### config.mk
export PLATFORM = sky130hd
export DESIGN_NAME = pkt_alloc_unit
export DESIGN_NICKNAME = d
export VERILOG_FILES = /design/src/rtl/pkt_alloc_pkg.sv /design/src/rtl/pkt_alloc_freemap.sv /design/src/rtl/pkt_alloc_regs.sv /design/src/rtl/pkt_alloc_unit.sv
export SDC_FILE = /design/constraint.sdc
export NUM_CORES = 1
export LEC_CHECK = 0
export ABC_AREA = 1
export BUFFER_PORTS_ARGS = -buffer_cell sky130_fd_sc_hd__buf_4
export CORE_MARGIN = 2
export CORE_UTILIZATION = 45
export CTS_BUF_LIST = sky130_fd_sc_hd__clkbuf_2
export DETAILED_ROUTE_END_ITERATION = 7
export HOLD_SLACK_MARGIN = 0.12
export PLACE_DENSITY_LB_ADDON = 0.2
export SYNTH_ARGS = -nofsm -noshare
export SYNTH_HDL_FRONTEND = slang
export SYNTH_SLANG_ARGS = --single-unit
export TNS_END_PERCENT = 100
### constraint.sdc
create_clock -name clk -period 1.2 [get_ports clk]
set_clock_uncertainty 0.1 [all_clocks]
set_input_delay 0.24 -clock clk [delete_from_list [all_inputs] [get_ports clk]]
set_output_delay 0.24 -clock clk [all_outputs]
set_load 0.005 [all_outputs]
### src/rtl/pkt_alloc_pkg.sv
package pkt_alloc_pkg;
  typedef enum logic [1:0] {
    OP_NOP     = 2'd0,
    OP_ALLOC   = 2'd1,
    OP_FREE    = 2'd2,
    OP_MMU_RST = 2'd3
  } mmu_op_e;
endpackage

### src/rtl/pkt_alloc_freemap.sv
module pkt_alloc_freemap #(
  parameter int NUM_PKTS = 4,
  localparam int PN_W = (NUM_PKTS > 1) ? $clog2(NUM_PKTS) : 1
) (
  input  logic                clk,
  input  logic                rst,
  input  logic                all_free,
  input  logic                take_en,
  input  logic [PN_W-1:0]     take_idx,
  input  logic                give_en,
  input  logic [PN_W-1:0]     give_idx,
  output logic [NUM_PKTS-1:0] free_vec,
  output logic                any_free,
  output logic [PN_W-1:0]     low_idx
);
  logic [NUM_PKTS-1:0] free_q;

  // one flop per buffer: set when returned, cleared when handed out
  for (genvar i = 0; i < NUM_PKTS; i++) begin : g_slot
    always_ff @(posedge clk) begin
      if (rst || all_free)
        free_q[i] <= 1'b1;
      else if (take_en && take_idx == PN_W'(i))
        free_q[i] <= 1'b0;
      else if (give_en && give_idx == PN_W'(i))
        free_q[i] <= 1'b1;
    end
  end

  // lowest free index wins
  always_comb begin
    low_idx = '0;
    for (int i = NUM_PKTS - 1; i >= 0; i--)
      if (free_q[i]) low_idx = PN_W'(i);
  end

  assign any_free = |free_q;
  assign free_vec = free_q;
endmodule

### src/rtl/pkt_alloc_regs.sv
module pkt_alloc_regs #(
  parameter int REG_W = 8,
  parameter int PN_W  = 2
) (
  input  logic             clk,
  input  logic             rst,
  input  logic             mmu_rst,
  input  logic             pnr_we,
  input  logic [REG_W-2:0] pnr_wdata,
  input  logic             grant,
  input  logic [PN_W-1:0]  grant_idx,
  input  logic             fail_set,
  input  logic             irq_ack,
  output logic [REG_W-2:0] pnr_q,
  output logic [REG_W-1:0] result_q,
  output logic             alloc_irq
);
  localparam int PAD_W = REG_W - 1 - PN_W;

  logic            fail_q;
  logic [PN_W-1:0] num_q;

  always_ff @(posedge clk) begin
    if (rst || mmu_rst) begin
      fail_q    <= 1'b1;
      num_q     <= '0;
      pnr_q     <= '0;
      alloc_irq <= 1'b0;
    end else begin
      if (grant) begin
        fail_q <= 1'b0;
        num_q  <= grant_idx;
      end else if (fail_set) begin
        fail_q <= 1'b1;
      end
      if (pnr_we) pnr_q <= pnr_wdata;
      if (grant)        alloc_irq <= 1'b1;
      else if (irq_ack) alloc_irq <= 1'b0;
    end
  end

  // upper number bits stay zero so the value copies straight into pnr
  assign result_q = {fail_q, {PAD_W{1'b0}}, num_q};
endmodule

### src/rtl/pkt_alloc_unit.sv
module pkt_alloc_unit
  import pkt_alloc_pkg::*;
#(
  parameter int NUM_PKTS = 4,
  parameter int REG_W    = 8,
  localparam int PN_W  = (NUM_PKTS > 1) ? $clog2(NUM_PKTS) : 1,
  localparam int PNR_W = REG_W - 1
) (
  input  logic             clk,
  input  logic             rst,
  input  logic             cmd_valid,
  input  logic [1:0]       cmd_op,
  input  logic             pnr_we,
  input  logic [PNR_W-1:0] pnr_wdata,
  input  logic             irq_ack,
  output logic [PNR_W-1:0] pnr_q,
  output logic [REG_W-1:0] result_q,
  output logic             alloc_irq
);
  logic                is_alloc, is_free, is_mmu_rst;
  logic                pending_q;
  logic [NUM_PKTS-1:0] free_vec;
  logic                any_free;
  logic [PN_W-1:0]     low_idx;
  logic [PN_W-1:0]     rel_idx;
  logic                rel_ok, alloc_now, alloc_wait, late_grant, give_en;
  logic                grant;
  logic [PN_W-1:0]     grant_idx;

  assign is_alloc   = cmd_valid && (mmu_op_e'(cmd_op) == OP_ALLOC);
  assign is_free    = cmd_valid && (mmu_op_e'(cmd_op) == OP_FREE);
  assign is_mmu_rst = cmd_valid && (mmu_op_e'(cmd_op) == OP_MMU_RST);

  assign rel_idx    = pnr_q[PN_W-1:0];
  assign rel_ok     = is_free && (pnr_q < PNR_W'(NUM_PKTS)) && !free_vec[rel_idx];
  assign alloc_now  = is_alloc && !pending_q && any_free;
  assign alloc_wait = is_alloc && !pending_q && !any_free;
  assign late_grant = rel_ok && pending_q;
  assign give_en    = rel_ok && !pending_q;
  assign grant      = alloc_now || late_grant;
  assign grant_idx  = alloc_now ? low_idx : rel_idx;

  always_ff @(posedge clk) begin
    if (rst || is_mmu_rst)  pending_q <= 1'b0;
    else if (alloc_wait)    pending_q <= 1'b1;
    else if (late_grant)    pending_q <= 1'b0;
  end

  pkt_alloc_freemap #(.NUM_PKTS(NUM_PKTS)) u_freemap (
    .clk      (clk),
    .rst      (rst),
    .all_free (is_mmu_rst),
    .take_en  (alloc_now),
    .take_idx (low_idx),
    .give_en  (give_en),
    .give_idx (rel_idx),
    .free_vec (free_vec),
    .any_free (any_free),
    .low_idx  (low_idx)
  );

  pkt_alloc_regs #(.REG_W(REG_W), .PN_W(PN_W)) u_regs (
    .clk       (clk),
    .rst       (rst),
    .mmu_rst   (is_mmu_rst),
    .pnr_we    (pnr_we),
    .pnr_wdata (pnr_wdata),
    .grant     (grant),
    .grant_idx (grant_idx),
    .fail_set  (alloc_wait),
    .irq_ack   (irq_ack),
    .pnr_q     (pnr_q),
    .result_q  (result_q),
    .alloc_irq (alloc_irq)
  );
endmodule

==> key figures <==
Cells and area
  • # nets final: 200
  • Fillers: between 90 and 100
  • Number of diodes: 0
  • Area growth syn-to-layout: 79.4%
  • Layout cells sized above 1: 0.578

Synth
  • Cells after Synth: about 130
  • Main combinational cell family by area after synthesis: simple AND/OR/NAND/NOR gates
  • Compound-Gate Fraction of Synth Area: 0.124
  • Synthesized cell area: approximately 840 sq um
  • Yosys cell types: 22
  • Post-synthesis mux area share: 0
  • Yosys warns: 0
  • Yosys reg bits: 16
  • Syn_area_per_cell: approximately 6.7 sq um
  • Post-Synth Simple-Gate Area: 0.365
  • Post-Synth Adder-Cell Area: 0
  • Post-synthesis xor/xnor area fraction: 0
  • Post-synthesis sequential area ratio: 0.382

Clock network
  • Worst-path clk slew: 0.18 ns
  • CTS Buf Count: 3
  • CTS sink cnt: 16
  • Clk_lat worst skew: around 0.33 ns
  • Clock root buffer: clkbuf_2
  • Clock Tree Buf Depth: 2
  • CTS H-tree lvls: 1
  • CTS tree: done

Timing
  • Final worst slack: -0.280 ns
  • Final min period: ~1.5 ns
  • Hold Slack: 0.150 ns
  • Final period util: 1.23
  • Final setup fails: 16
  • Setup total negative slack: -2.41 ns
  • RSZ-0062 raised after global routing: yes
  • Max Fclk: between 0.6 and 0.7 GHz
  • Final hold vios: 0
  • Pins Over Slew Limit: 0

Floorplan
  • Initial Utilization: 0.481
  • Die footprint: 2230 sq um
  • Core area: around 1700 sq um
  • Chip width: 47.2 um
  • Rows: 15
  • Top-level I/O count: 30
  • Die height: 47.2 um

Worst setup path
  • CP Launch Point: pending_q$_SDFFE_PP0P_
  • Kind of critical path: reg -> reg
  • Max FO, Critical Path: 5
  • Critical path arrival: about 1.6 ns
  • R2R setup slack: -0.28 ns
  • Worst setup EP type: flop
  • Reg2Reg Launch Point: pending_q$_SDFFE_PP0P_
  • Critical Path RT: 1.33 ns
  • Worst setup SP type: flop

Pwr
  • PwrDens: 780 nW/um^2
  • Maximum vdd drop: ~0.75 mV
  • Total power draw: 1.17 mW
  • Leakage: between 0.7 and 0.8 nW

Flow run
  • Max cap viols: 0

Detailed routing
  • DR iter-0 viols: 44
  • DRC Markers: 0
  • DR vias/cell: between 5 and 6
  • Vias: between 1,000 and 1,500
  • DR pass1 iterations: 5
  • Final wirelength: around 3300 um
  • Routed Antenna Nets: 0
  • WL/cell: between 15 and 20 um

Outcome
  • Status: finished, violations left
  • Failing checks: setup timing

Placement
  • Port Buffer Count: 24
  • DP HPWL: approximately 1500 um
  • RD Place Congestion: between 0.8 and 0.9

Global routing
  • Antenna violations before repair: 0
  • Grt total ovfl: 0
  • First-pass GRT wire length: roughly 3700 um
  • Vias in the first global route: around 900
  • GRT Resource Usage Total: 0.243
  • Largest net degree at the start of global routing: 11

Hold path
  • Worst Min Path Start: irq_ack
  • Min-Delay Path Class: in -> reg
==> stage by stage <==
step,instance area [sq um],cells,utilization,setup WS (ns)
global placement,1190,188,0.680,-0.0972
global route,1510,210,0.863,-0.312
floorplan,896,129,-,-0.0123
finish,1510,210,0.863,-0.280
CTS,1360,201,0.778,-0.118
detailed placement,1190,188,0.680,-0.114
==> cells by family after synthesis <==
family | count (synthesis)
DFF | 16
and+or+nand+nor | 68
buffers and inverters | 22
other | 1
AOI/OAI and AO/OA | 18
==> worst max-delay path, stage by stage (launching register included) <==
cell     delay [ns]
dfxtp_4        0.39
nor3_4         0.28
buf_4          0.18
o21ai_4        0.08
nand2_1        0.08
nand2_1        0.08
nor2_2         0.13
nor2_1         0.05
==> cell type report <==
class                   instances  area [sq um]  area share
multi-input cells              91           546       0.362
repair buffers                 59           508       0.337
flip-flops and latches         16           343       0.228
inverters                      15          58.8      0.0390
well taps                      25          31.3      0.0208
clock buffers                   4          20.0      0.0133
==> Yosys cell counts <==
cell	instances	area share
a21oi_1	10	0.060
a21oi_2	1	0.010
buf_4	6	0.054
clkbuf_1	1	0.0045
conb_1	1	0.0045
dfxtp_1	16	0.38
inv_1	14	0.063
inv_2	1	0.0045
nand2_1	38	0.17
nand2_2	1	0.0075
nand3_1	8	0.048
nand3_2	1	0.012
nand3b_1	2	0.018
nand4_1	1	0.0075
nor2_1	12	0.054
nor2_2	2	0.015
nor3_4	1	0.019
o211ai_1	1	0.0089
o21ai_0	1	0.0060
o21ai_1	3	0.018
o21ai_2	2	0.021
or2_2	2	0.015
==> flip-flops by register name (all words and copies together) (netlist names) <==
register and flops:
u_regs.num_q 2, u_freemap.free_vec 4, u_regs.fail_q 1, pending_q 1
u_regs.alloc_irq 1, u_regs.pnr_q 7
==> worst paths after layout <==
kind / end / cells after the start
max: u_regs.num_q[1]$_SDFFE_PP0P_ / 7
min: u_regs.alloc_irq$_SDFFE_PP0P_ / 4
max reg2reg: u_regs.num_q[1]$_SDFFE_PP0P_ / 7
min reg2reg: u_regs.fail_q$_SDFFE_PP1P_ / 2
==> power by group <==
part           total (mW)  switching [mW]  internal (mW)  leakage (nW)
Clock               0.288           0.200         0.0882        0.0166
Sequential          0.570          0.0208          0.549         0.133
Combinational       0.317           0.148          0.169         0.585
==> placed cells by master (no fill, tap or decap), types with 5 or more instances in the layout <==
master / synthesis / routed
buf_4: 6 / 39
nand2_1: 38 / 27
buf_6: 0 / 12
nand2_2: 1 / 10
dfxtp_2: 0 / 9
inv_1: 14 / 8
a21oi_1: 10 / 8
dlygate4sd3_1: 0 / 8
nor2_1: 12 / 7
inv_2: 1 / 6
conb_1: 1 / 5
==> metal layers <==
metal  up-vias  track usage  part of all wire
li1        505            -                 -
met5         -            0                 0
met1       521        0.296              0.41
met3        23       0.0462             0.048
met2        60        0.395              0.51
met4         0        0.144             0.041
==> what timing repair did <==
action                                  CTS  global route
resized for setup                        21            23
hold endpoints to repair                  7             0
pin swaps                                 6            14
endpoints found under the setup margin   13            19
hold buffers                              8             0
buffers inserted                          1             9
(Power assumes the default switching activity.)
